$ cat src/rtl/qsck_pkg.sv
package qsck_pkg;

    localparam int FLD_W     = 8;
    localparam int POL_BIT   = 0;
    localparam int PHA_BIT   = 1;
    localparam int DIV_LSB   = 8;
    localparam int SETUP_LSB = 16;
    localparam int CSM_LSB   = 4;
    localparam int GAP_LSB   = 16;
    localparam int INACT_LSB = 24;

    typedef enum logic [2:0] {
        ST_IDLE    = 3'd0,
        ST_SETUP   = 3'd1,
        ST_SHIFT   = 3'd2,
        ST_GAP     = 3'd3,
        ST_HOLD    = 3'd4,
        ST_RELEASE = 3'd5
    } qsck_state_e;

    typedef enum logic [1:0] {
        CSM_KEEP    = 2'd0,
        CSM_ON_LAST = 2'd1,
        CSM_EACH    = 2'd2,
        CSM_EACH_B  = 2'd3
    } qsck_csmode_e;

endpackage

$ cat src/rtl/qsck_cfg_decode.sv
module qsck_cfg_decode
    import qsck_pkg::*;
#(
    parameter int CFG_W = 32,
    parameter int CNT_W = FLD_W
) (
    input  logic [CFG_W-1:0] clk_cfg,
    input  logic [CFG_W-1:0] mode_cfg,
    output logic             cpol,
    output logic             cpha,
    output logic [CNT_W-1:0] div_ld,
    output logic [CNT_W-1:0] setup_ld,
    output logic [CNT_W-1:0] gap_ld,
    output logic [CNT_W-1:0] inact_ld,
    output qsck_csmode_e     csm
);

    logic [FLD_W-1:0] setup_raw;
    logic [FLD_W-1:0] gap_raw;
    logic [FLD_W-1:0] inact_raw;
    logic             unused_cfg_bits;

    // A zero delay field still costs one clock: the counters are
    // preloaded with max(field,1)-1 and run down to zero.
    function automatic logic [CNT_W-1:0] min_one_load(input logic [FLD_W-1:0] v);
        return (v == '0) ? '0 : CNT_W'(v - 1'b1);
    endfunction

    always_comb begin
        cpol      = clk_cfg[POL_BIT];
        cpha      = clk_cfg[PHA_BIT];
        div_ld    = CNT_W'(clk_cfg[DIV_LSB +: FLD_W]);
        setup_raw = clk_cfg[SETUP_LSB +: FLD_W];
        gap_raw   = mode_cfg[GAP_LSB +: FLD_W];
        inact_raw = mode_cfg[INACT_LSB +: FLD_W];
        setup_ld  = min_one_load(setup_raw);
        gap_ld    = min_one_load(gap_raw);
        inact_ld  = min_one_load(inact_raw);
        csm       = qsck_csmode_e'(mode_cfg[CSM_LSB +: 2]);
    end

    assign unused_cfg_bits = ^{clk_cfg, mode_cfg};

endmodule

$ cat src/rtl/qsck_edge_gen.sv
module qsck_edge_gen #(
    parameter int NBITS = 8
) (
    input  logic clk,
    input  logic rst_n,
    input  logic in_shift,
    input  logic tick,
    input  logic cpol,
    input  logic cpha,
    output logic sck,
    output logic shift_stb,
    output logic sample_stb,
    output logic last_edge
);

    localparam int EDGES = 2 * NBITS;
    localparam int EW    = (EDGES > 2) ? $clog2(EDGES) : 1;

    logic          phase_q;
    logic [EW-1:0] edge_cnt;
    logic          is_sample;

    // Even edge index = leading edge. Phase 0 samples on leading edges.
    assign is_sample = (edge_cnt[0] == cpha);
    assign last_edge = (edge_cnt == EW'(EDGES - 1));
    assign sck       = cpol ^ phase_q;

    always_ff @(posedge clk or negedge rst_n) begin
        if (!rst_n) begin
            phase_q    <= 1'b0;
            edge_cnt   <= '0;
            shift_stb  <= 1'b0;
            sample_stb <= 1'b0;
        end else begin
            shift_stb  <= tick & ~is_sample;
            sample_stb <= tick & is_sample;
            if (!in_shift) begin
                phase_q  <= 1'b0;
                edge_cnt <= '0;
            end else if (tick) begin
                phase_q  <= ~phase_q;
                edge_cnt <= edge_cnt + 1'b1;
            end
        end
    end

endmodule

$ cat src/rtl/qsck_fsm.sv
module qsck_fsm
    import qsck_pkg::*;
#(
    parameter int CNT_W = FLD_W
) (
    input  logic             clk,
    input  logic             rst_n,
    input  logic             start,
    input  logic             last_xfer,
    input  logic             last_edge,
    input  logic [CNT_W-1:0] div_ld,
    input  logic [CNT_W-1:0] setup_ld,
    input  logic [CNT_W-1:0] gap_ld,
    input  logic [CNT_W-1:0] inact_ld,
    input  qsck_csmode_e     csm,
    output logic             tick,
    output logic             in_shift,
    output logic             cs_n,
    output logic             ready,
    output logic             xfer_done,
    output logic             rel_done
);

    qsck_state_e      state, state_n;
    logic [CNT_W-1:0] cnt, cnt_n;
    logic             last_pend, last_pend_n;
    logic             cnt_zero;
    logic             cs_active;
    logic             release_req;
    logic             release_after;

    assign cnt_zero      = (cnt == '0);
    assign cs_active     = (state == ST_SETUP) || (state == ST_SHIFT) ||
                           (state == ST_GAP)   || (state == ST_HOLD);
    assign release_req   = last_pend || (last_xfer && (csm == CSM_ON_LAST));
    assign release_after = (csm == CSM_EACH) || (csm == CSM_EACH_B) || release_req;
    assign last_pend_n   = cs_active ? release_req : 1'b0;

    // State register
    always_ff @(posedge clk or negedge rst_n) begin
        if (!rst_n) begin
            state     <= ST_IDLE;
            cnt       <= '0;
            last_pend <= 1'b0;
        end else begin
            state     <= state_n;
            cnt       <= cnt_n;
            last_pend <= last_pend_n;
        end
    end

    // Next state and delay counter
    always_comb begin
        state_n = state;
        cnt_n   = cnt_zero ? cnt : cnt - 1'b1;
        unique case (state)
            ST_IDLE: begin
                if (start) begin
                    state_n = ST_SETUP;
                    cnt_n   = setup_ld;
                end
            end
            ST_SETUP: begin
                if (cnt_zero) begin
                    state_n = ST_SHIFT;
                    cnt_n   = div_ld;
                end
            end
            ST_SHIFT: begin
                if (cnt_zero) begin
                    cnt_n = div_ld;
                    if (last_edge) begin
                        if (release_after) begin
                            state_n = ST_RELEASE;
                            cnt_n   = inact_ld;
                        end else begin
                            state_n = ST_GAP;
                            cnt_n   = gap_ld;
                        end
                    end
                end
            end
            ST_GAP: begin
                if (cnt_zero) state_n = ST_HOLD;
            end
            ST_HOLD: begin
                if ((csm == CSM_ON_LAST) && release_req) begin
                    state_n = ST_RELEASE;
                    cnt_n   = inact_ld;
                end else if (start) begin
                    state_n = ST_SHIFT;
                    cnt_n   = div_ld;
                end
            end
            ST_RELEASE: begin
                if (cnt_zero) state_n = ST_IDLE;
            end
            default: begin
                state_n = ST_IDLE;
                cnt_n   = '0;
            end
        endcase
    end

    // Outputs
    always_comb begin
        in_shift = (state == ST_SHIFT);
        tick     = in_shift && cnt_zero;
        cs_n     = !cs_active;
        ready    = (state == ST_IDLE) || (state == ST_HOLD);
    end

    always_ff @(posedge clk or negedge rst_n) begin
        if (!rst_n) begin
            xfer_done <= 1'b0;
            rel_done  <= 1'b0;
        end else begin
            xfer_done <= tick && last_edge;
            rel_done  <= (state == ST_RELEASE) && cnt_zero;
        end
    end

endmodule

$ cat src/rtl/qspi_sck_gen.sv
module qspi_sck_gen
    import qsck_pkg::*;
#(
    parameter int NBITS = 8,
    parameter int CFG_W = 32
) (
    input  logic             clk,
    input  logic             rst_n,
    input  logic [CFG_W-1:0] clk_cfg,
    input  logic [CFG_W-1:0] mode_cfg,
    input  logic             start,
    input  logic             last_xfer,
    output logic             sck,
    output logic             cs_n,
    output logic             shift_stb,
    output logic             sample_stb,
    output logic             xfer_done,
    output logic             rel_done,
    output logic             ready
);

    localparam int CNT_W = FLD_W;

    logic             cpol, cpha;
    logic [CNT_W-1:0] div_ld, setup_ld, gap_ld, inact_ld;
    qsck_csmode_e     csm;
    logic             tick, in_shift, last_edge;

    qsck_cfg_decode #(.CFG_W(CFG_W), .CNT_W(CNT_W)) u_decode (
        .clk_cfg  (clk_cfg),
        .mode_cfg (mode_cfg),
        .cpol     (cpol),
        .cpha     (cpha),
        .div_ld   (div_ld),
        .setup_ld (setup_ld),
        .gap_ld   (gap_ld),
        .inact_ld (inact_ld),
        .csm      (csm)
    );

    qsck_fsm #(.CNT_W(CNT_W)) u_fsm (
        .clk       (clk),
        .rst_n     (rst_n),
        .start     (start),
        .last_xfer (last_xfer),
        .last_edge (last_edge),
        .div_ld    (div_ld),
        .setup_ld  (setup_ld),
        .gap_ld    (gap_ld),
        .inact_ld  (inact_ld),
        .csm       (csm),
        .tick      (tick),
        .in_shift  (in_shift),
        .cs_n      (cs_n),
        .ready     (ready),
        .xfer_done (xfer_done),
        .rel_done  (rel_done)
    );

    qsck_edge_gen #(.NBITS(NBITS)) u_edges (
        .clk        (clk),
        .rst_n      (rst_n),
        .in_shift   (in_shift),
        .tick       (tick),
        .cpol       (cpol),
        .cpha       (cpha),
        .sck        (sck),
        .shift_stb  (shift_stb),
        .sample_stb (sample_stb),
        .last_edge  (last_edge)
    );

endmodule

$ cat config.mk
export PLATFORM = sky130hd
export DESIGN_NAME = qspi_sck_gen
export DESIGN_NICKNAME = d
export VERILOG_FILES = /design/src/rtl/qsck_pkg.sv /design/src/rtl/qsck_cfg_decode.sv /design/src/rtl/qsck_edge_gen.sv /design/src/rtl/qsck_fsm.sv /design/src/rtl/qspi_sck_gen.sv
export SDC_FILE = /design/constraint.sdc
export NUM_CORES = 1
export LEC_CHECK = 0
export ABC_AREA = 1
export BUFFER_PORTS_ARGS = -buffer_cell sky130_fd_sc_hd__buf_2
export CORE_MARGIN = 2
export CORE_UTILIZATION = 40
export DETAILED_ROUTE_END_ITERATION = 6
export PLACE_DENSITY_LB_ADDON = 0.12
export SKIP_CTS_REPAIR_TIMING = 1
export SYNTH_ARGS = -nofsm -noshare
export SYNTH_HDL_FRONTEND = slang
export SYNTH_SLANG_ARGS = --single-unit
$ cat constraint.sdc
create_clock -name clk -period 5.1 [get_ports clk]
set_clock_uncertainty 0.05 [all_clocks]
set_input_delay 0.51 -clock clk [delete_from_list [all_inputs] [get_ports clk]]
set_output_delay 0.51 -clock clk [all_outputs]
set_load 0.02 [all_outputs]
==> metrics.txt, run 1 <==
Synth Instances between 300 and 400; drt pass-1 iters 4; adder-cell share of the synthesized area roughly 4.8%; worst hold path type primary input to async pin; TritonCTS clock tree built; share of cells above drive strength 1 a little under a fifth; Ys Warns 0; placed inst area approximately 2600 sq um; Worst slew margin 60.5%; fmax about 430 MHz; Die W ~81 microns; status completed; commonest cells after routing, fill and taps aside nand2_1 (92), inv_1 (55), nand3_1 (50), buf_2 (46), nor2_1 (39); final setup fails 0; # nets final around 510; Die ar. between 6000 and 7000 sq um; GRT Util Overall 21.0%; post-synthesis compound-gate area fraction about 15%; filler cell count 611; Ant. Diodes 0; global placer's final weighted congestion approximately 0.89; final hold violations 0; IR drop worst, VDD between 0.00009 and 0.0001 V; Worst path max stage delay 440 ps; leak pwr 1.41 nW; CP Class register to output port; leading cell type in the layout, fill and taps excluded nand2_1; top_reg_cell synth dfrtp_1; Buffers on Ports 46; Worst EP required approximately 4500 ps; CP arrival about 1800 ps; Simple-Gate Fraction of Synth Area ~42%; largest net degree at the start of global routing 31; CTS root buffer clkbuf_8; DRT iter0 DRCs around 170; mux contribution to synthesized area 0%; RSZ-0062 raised after global routing no; pin slew with the least headroom to its limit 591 ps; synthesized cell area roughly 2300 sq um; combinational family with the most area after synthesis simple AND/OR/NAND/NOR gates; Syn Nets 467; Post-synth EDFFs 0; I/O pins 75; Slew Viols, Final 0; routed via count approximately 2500; H-Tree Depth 1; Synth Area per Inst between 6 and 7 sq um; register area share after synthesis between 20% and 30%; CP Launch Type register; number of max-cap violations 0; final instance area between 2000 and 3000 sq um; vias in the first global route approximately 2300; async set or reset register ratio after synthesis 100%; critical path fanouts, max 7; Top cell by count, worst path inv_1; Seq cells post-synth 21; crit path cell chain inv_1 > nor3_2 > inv_1 > nand3_1 > inv_1 > buf_2; Site Rows 27; fin crit period around 2300 ps; core outline area 5570 sq um; Inserted Clock Buffers 3; Syn-to-layout area delta 14.0%; post-route ant nets 0; xor/xnor share of the synthesized area under 10%; clk_lat worst skew roughly 260 ps; wire length per cell between 10 and 15 microns; DR vias/cell around 5; crit share post-route 45.5%; global-route wire length before repair roughly 11000 microns; Max clock buf depth 2; drt drc 0; PwrDens approximately 200 nW/um^2; dpl hpwl 5200 microns; Reg clk slew, reported paths roughly 80 ps; overall die height 80.6 microns; Crit-path slowest cell dfrtp_1; setup TNS 0 ps; initial antenna violation count 0; Netlist cell types 34; clock net sink count 21; Routed WL between 6000 and 7000 microns; Starting Density between 40% and 50%; GRT overflow 0; CP Capture Type output port
-- cell type report --
cell class	instances	area [sq um]	area share, %
clock buffers	3	41.3	1.54
clock inverters	1	5.00	0.187
inverters	67	251	9.41
multi-input cells	297	1530	57.2
flip-flops and latches	21	526	19.7
well taps	72	90.1	3.37
repair buffers	46	230	8.61
-- power breakdown --
| group | leakage, nW | switching [mW] | internal [mW] |
|---|---|---|---|
| Combinational | 1.13 | 0.136 | 0.0822 |
| Sequential | 0.258 | 0.0183 | 0.191 |
| Clock | 0.0255 | 0.0583 | 0.0545 |
-- worst max-delay path: cells and delay by family (launching register included) --
kind	cells	cell delay [ps]
buffers and inverters	4	460
DFF	1	440
and+or+nand+nor	2	590
-- worst paths after layout --
kind / start / endpoint / slack (ps) / cells after the start
min in group clk: u_edges.edge_cnt[3] / u_edges.edge_cnt[3] / 420 / 1
max in group asynchronous: rst_n / u_fsm.cnt[6] / 4530 / 1
worst min-delay path: rst_n / u_fsm.state[1] / 140 / 1
worst max-delay path: u_fsm.state[0] / cs_n / 2780 / 6
worst max register to register: u_fsm.cnt[0] / u_fsm.cnt[0] / 2860 / 10
worst min register to register: u_edges.edge_cnt[3] / u_edges.edge_cnt[3] / 420 / 1
-- synth_stat cells, types with 3 or more instances --
library cell	n	area, sq um
nand2_1	92	345
inv_1	55	206
nand3_1	50	250
nor2_1	39	146
o21ai_0	32	160
dfrtp_1	21	526
a21oi_1	14	70.1
inv_2	11	41.3
nand4_1	10	62.6
ha_1	9	113
o21ai_1	7	35.0
nor2_2	6	37.5
xor2_1	6	52.6
nor2_4	4	45.0
nor3_1	4	20.0
buf_2	3	15.0
o22ai_1	3	18.8
-- registers in the layout (all words and copies together) (netlist names) --
register	flops
u_edges.edge_cnt	4
u_edges.phase_q	1
u_edges.sample_stb	1
u_edges.shift_stb	1
u_fsm.cnt	8
u_fsm.last_pend	1
u_fsm.rel_done	1
u_fsm.state	3
u_fsm.xfer_done	1
-- layer usage --
metal	global-route usage, %	wire length (microns)	vias up
met5	0	0	-
met4	2.88	50	0
met3	2.70	234	4
met2	34.3	2960	38
met1	30.1	3050	1138
li1	-	-	1354
-- metrics by stage --
| step | power [mW] | cells | utilization [%] | hold WS, ps | worst slack (ps) |
|---|---|---|---|---|---|
| final | 0.541 | 507 | 48.0 | 145 | 2780 |
| after detailed placement | 0.429 | 503 | 47.1 | 409 | 2900 |
| after global routing | 0.589 | 507 | 48.0 | 186 | 2660 |
| after CTS | 0.541 | 507 | 48.0 | 163 | 2830 |
| after floorplan | 0.366 | 390 | - | 164 | 3440 |
| after global placement | 0.424 | 503 | 47.1 | 401 | 2900 |
-- cells by family (layout without fill, tap and decap cells) --
family,after synthesis,count (layout)
simple gates,216,216
buf+inv,72,117
xor+xnor,8,8
compound gates,64,64
flops,21,21
fa+ha+maj,9,9
Note: power is estimated with default switching activity, not from simulation.
==> run 2: changes to the inputs <==
Clock period 5.1 ns to 2.25 ns, I/O delays scaled along.
==> metrics.txt, run 2 (synthesis gave the netlist of run 1 again) <==
status completed; largest net degree at the start of global routing 22; placed inst area 2670 sq um; global placer's final weighted congestion about 0.93; Syn-to-layout area delta 16.1%; vias in the first global route 2407; Slew Viols, Final 0; GRT overflow 0; worst path bufs/invs 4; CP Capture Type output port; Site Rows 27; Ant. Diodes 0; Inserted Clock Buffers 3; non-filler cells, final 513; switching power share of the total 39.2%; final setup fails 0; DR vias/cell a little over 5; max reg flops 8; wire length per cell between 10 and 15 microns; Buffers on Ports 46; Die ar. approximately 6500 sq um; post-route ant nets 0; Worst path max stage delay 430 ps; leading cell type in the layout, fill and taps excluded nand2_1; Combinational Power Share roughly 41%; Top Registers u_fsm.cnt: 8 flops, u_edges.edge_cnt: 4 flops, u_fsm.state: 3 flops; global-route wire length before repair 11100 microns; initial antenna violation count 0; TritonCTS clock tree built; PwrDens 452 nW/um^2; fmax 506 MHz; fin crit period slightly below 2000 ps; CP arrival roughly 1700 ps; drt pass-1 iters 4; final instance area about 2700 sq um; CP Class register to output port; cell family with most CP delay simple AND/OR/NAND/NOR gates; CTS root buffer clkbuf_8; Die W about 81 microns; Worst slew margin between 60% and 70%; GRT Util Overall 21.8%; Max clock buf depth 2; hold_ws 183 ps; share of cells above drive strength 1 around a fifth; Starting Density 42.1%; drt drc 0; clock power share about a fifth; commonest cells after routing, fill and taps aside nand2_1 (92), inv_1 (55), nand3_1 (50), buf_2 (46), nor2_1 (39); H-Tree Depth 1; Internal about 0.75 mW; RSZ-0062 raised after global routing no; clock net sink count 21; setup TNS 0 ps; # nets final between 500 and 600; core outline area 5570 sq um; critical path fanouts, max 7; DRT iter0 DRCs approximately 160; leak pwr roughly 1.4 nW; IR drop worst, VDD approximately 0.00027 V; routed via count approximately 2600; clk_lat worst skew roughly 270 ps; pin slew with the least headroom to its limit roughly 520 ps; worst hold path type primary input to register; Routed WL 6440 microns; number of max-cap violations 0; crit path cell chain inv_1 > nor3_2 > inv_1 > nand3_1 > inv_1 > buf_2; Worst EP required a little under 2000 ps; Reg clk slew, reported paths roughly 80 ps; CP Launch Type register; crit share post-route between 80% and 90%; Top cell by count, worst path inv_1; Crit-path slowest cell dfrtp_1; overall die height between 80 and 90 microns; I/O pins 75; Seq pwr share between 30% and 40%; dpl hpwl about 5300 microns; final hold violations 0; filler cell count 616; dpl cells 508; P_sw around 0.48 mW; Largest Register u_fsm.cnt
==> run 2: area by class of cell <==
type	count	area (sq um)	area share, %
timing repair buffer	52	278	10.2
clock inverter	1	5.00	0.184
clock buffer	3	41.3	1.52
multi-input combinational	297	1530	56.2
sequential	21	526	19.3
tap	72	90.1	3.31
inverter	67	251	9.24
==> run 2: routing by layer <==
layer / vias to the layer above / wire (microns) / GRT usage (%)
met2: 56 / 2950 / 36.3
met5: - / 0 / 0
met3: 11 / 258 / 2.58
li1: 1368 / - / -
met4: 0 / 130 / 5.76
met1: 1190 / 3100 / 29.8
==> run 2: worst register-to-register path: cells and delay by family (launching register included) <==
family | cells | cell delay, ps
flip-flops | 1 | 360
AND/OR/NAND/NOR | 8 | 920
adder cells (fa/ha/maj) | 1 | 170
buffers and inverters | 2 | 340
==> run 2: final timing paths <==
path / start / end / slack [ps] / cells past startpoint
hold reg to reg: u_edges.edge_cnt[3] / u_edges.edge_cnt[3] / 430 / 1
max in group asynchronous: rst_n / u_fsm.cnt[0] / 1430 / 2
setup reg to reg: u_fsm.cnt[1] / u_fsm.cnt[5] / 310 / 11
hold / removal: clk_cfg[1] / u_edges.sample_stb / 180 / 4
setup / recovery: u_fsm.state[0] / cs_n / 270 / 6
min in group asynchronous: rst_n / u_edges.edge_cnt[1] / 400 / 2
==> run 2: power by group through the flow <==
| stage | clock network, mW | logic (mW) | registers (mW) |
|---|---|---|---|
| 2_1_floorplan | 0 | 0.353 | 0.476 |
| 3_3_place_gp | 0 | 0.488 | 0.481 |
| 3_5_place_dp | 0 | 0.495 | 0.480 |
| 4_1_cts | 0.260 | 0.499 | 0.472 |
| 5_1_grt | 0.278 | 0.583 | 0.478 |
| 6_report | 0.254 | 0.503 | 0.472 |
==> run 2: stage by stage <==
stage	setup WS (ps)	util [%]	total power, mW
floorplan	588	-	0.829
global placement	377	47.8	0.968
detailed placement	321	47.8	0.975
CTS	282	48.6	1.23
global route	95.1	48.8	1.34
finish	274	48.8	1.23
==> run 3: changes to the inputs <==
Settings changed: SYNTH_HIERARCHICAL from default to 1.
==> metrics.txt, run 3 <==
P_sw 1.30 mW; clk_lat worst skew between 200 and 300 ps; dpl hpwl approximately 5700 microns; I/O pins 75; RSZ-0062 raised after global routing no; xor/xnor share of the synthesized area 2.95%; Design Power roughly 2.4 mW; Routed WL ~6700 microns; Syn Nets 521; area share of the largest cell type after synthesis about a fifth; CP Class register to register; Site Rows 29; synthesized cell area 2670 sq um; critical path fanouts, max 6; GRT overflow 0; Slew Viols, Final 0; global placer's final weighted congestion approximately 0.83; register area share after synthesis 19.7%; multi-input logic area roughly 1800 sq um; cell family with most CP delay simple AND/OR/NAND/NOR gates; vias in the first global route 2561; adder-cell share of the synthesized area about 3.7%; final setup fails 0; H-Tree Depth 1; cell taking the most area after synthesis dfrtp_1; worst hold path type primary input to register; number of max-cap violations 0; Synth Area per Inst 6.01 sq um; Inserted Clock Buffers 3; clock power share 10.8%; FF+latch area 526 sq um; fin util a little under half; TritonCTS clock tree built; post-route ant nets 0; wire length per cell roughly 12 microns; Ant. Diodes 0; combinational family with the most area after synthesis simple AND/OR/NAND/NOR gates; count leader, synth nand2_1; overall die height approximately 86 microns; Worst path max stage delay around 480 ps; Seq cells post-synth 21; routed via count between 2000 and 3000; Synth Instances 445; Ys Warns 6; top cells by area, synth dfrtp_1 (20%), nand2_1 (16%), inv_1 (9.0%), nor2_1 (8.7%), nand3_1 (7.9%); core outline area ~6400 sq um; crit share post-route between 80% and 90%; Largest Register u_fsm/cnt; final hold violations 0; Simple-Gate Fraction of Synth Area between 40% and 50%; top_reg_cell synth dfrtp_1; largest net degree at the start of global routing 22; clock net sink count 21; Die W approximately 86 microns; fin crit period around 2000 ps; Top Registers u_fsm/cnt: 8 flops, u_edges/edge_cnt: 4 flops, u_fsm/state: 3 flops; pin slew with the least headroom to its limit just over 500 ps; DRT iter0 DRCs around 150; status complete, but fails checks; CP Launch Type register; Seq pwr share 24.5%; filler cell count around 700; Worst slew margin around two thirds; crit path cell chain ha_1 > inv_1 > nor3_1 > inv_1 > nand2_4 > nand2_1 > nand3_1 > nand2_1 > nor2_1 > nand3_1; worst path bufs/invs 2; drt drc 1; Crit-path slowest cell dfrtp_1; fmax between 500 and 600 MHz; pre-CTS WS ~320 ps; Combinational Power Share roughly two thirds; CP Capture Type register; Die ar. 7350 sq um; setup TNS 0 ps; share of cells above drive strength 1 roughly a fifth; global-route wire length before repair roughly 12000 microns; drt pass-1 iters 6; commonest cells after routing, fill and taps aside nand2_1 (116), inv_1 (64), nor2_1 (62), buf_2 (46), nand3_1 (42); PwrDens between 800 and 900 nW/um^2; leak pwr about 1.6 nW; CTS root buffer clkbuf_8; violated checks DRC; GRT Util Overall around a fifth; Final Worst Setup Slack around 270 ps; Worst EP required ~2400 ps; Post-synth EDFFs 0; leading cell type in the layout, fill and taps excluded nand2_1; Synth top cells by count nand2_1 (116), inv_1 (64), nor2_1 (62); Buffers on Ports 46; async set or reset register ratio after synthesis 100%; Starting Density between 40% and 50%; Netlist cell types 34; initial antenna violation count 0; max reg flops 8; DR vias/cell between 4 and 5; post-synthesis compound-gate area fraction a little under a tenth; Reg clk slew, reported paths ~90 ps; # nets final 560; mux contribution to synthesized area 0%; switching power share of the total a little over half; Internal 1.14 mW; Syn-to-layout area delta 10.6%; IR drop worst, VDD approximately 0.00039 V; Max clock buf depth 2; CP arrival ~2100 ps
==> run 3: cell count changes in the layout (fill, tap and decap cells not counted), moves of 4 or more <==
| cell | change |
|---|---|
| nand2_1 | +24 |
| nor2_1 | +23 |
| o21ai_0 | -16 |
| inv_1 | +9 |
| nand3_1 | -8 |
| o21ai_1 | -6 |
| inv_2 | -5 |
| o211ai_1 | +5 |
| nand2_2 | +4 |
==> run 3: layout make-up <==
type                            count  area share, %
Inverter                           72           9.31
Clock buffer                        3           1.40
Clock inverter                      1          0.169
Tap cell                           77           3.26
Sequential cell                    21           17.8
Timing Repair Buffer               50           8.89
Multi-Input combinational cell    336           59.2
==> run 3: cell families (layout without fill, tap and decap cells) <==
group,after synthesis,in the layout
fa+ha+maj,8,8
simple gates,274,274
xor+xnor,9,9
compound gates,45,45
flops,21,21
buf+inv,88,126
==> run 3: worst paths after layout <==
check,start,end,slack [ps],cells past startpoint
setup / recovery,u_edges/edge_cnt[0],u_fsm/cnt[7],270,10
hold / removal,clk_cfg[12],u_fsm/cnt[4],170,3
setup reg to reg,u_edges/edge_cnt[0],u_fsm/cnt[7],270,10
hold reg to reg,u_edges/phase_q,u_edges/phase_q,480,1
max in group asynchronous,rst_n,u_fsm/state[2],1400,2
min in group asynchronous,rst_n,u_edges/edge_cnt[2],400,2
==> run 3: metal layers <==
layer	routed length [microns]	global-route usage, %
met1	3190	26.4
met3	249	2.89
met5	0	0
met2	3220	34.0
met4	31	2.60
==> run 3: through the flow <==
step	hold slack [ps]	cell area, sq um	std cells
after CTS	-115	2950	559
after floorplan	-121	2670	445
after global routing	188	2960	560
final	169	2960	560
after detailed placement	184	2900	555
after global placement	181	2900	555
==> run 3: worst min-delay path, stage by stage <==
cell     delay (ps)
buf_2           100
nand2_1          60
nand4_1          80
==> run 3: power groups by stage <==
stage               combinational (mW)  sequential, mW  clock, mW
global route                      1.81           0.613      0.288
floorplan                         1.23           0.585          0
detailed placement                1.56           0.603          0
finish                            1.58           0.597      0.264
CTS                               1.57           0.595      0.279
global placement                  1.56           0.601          0
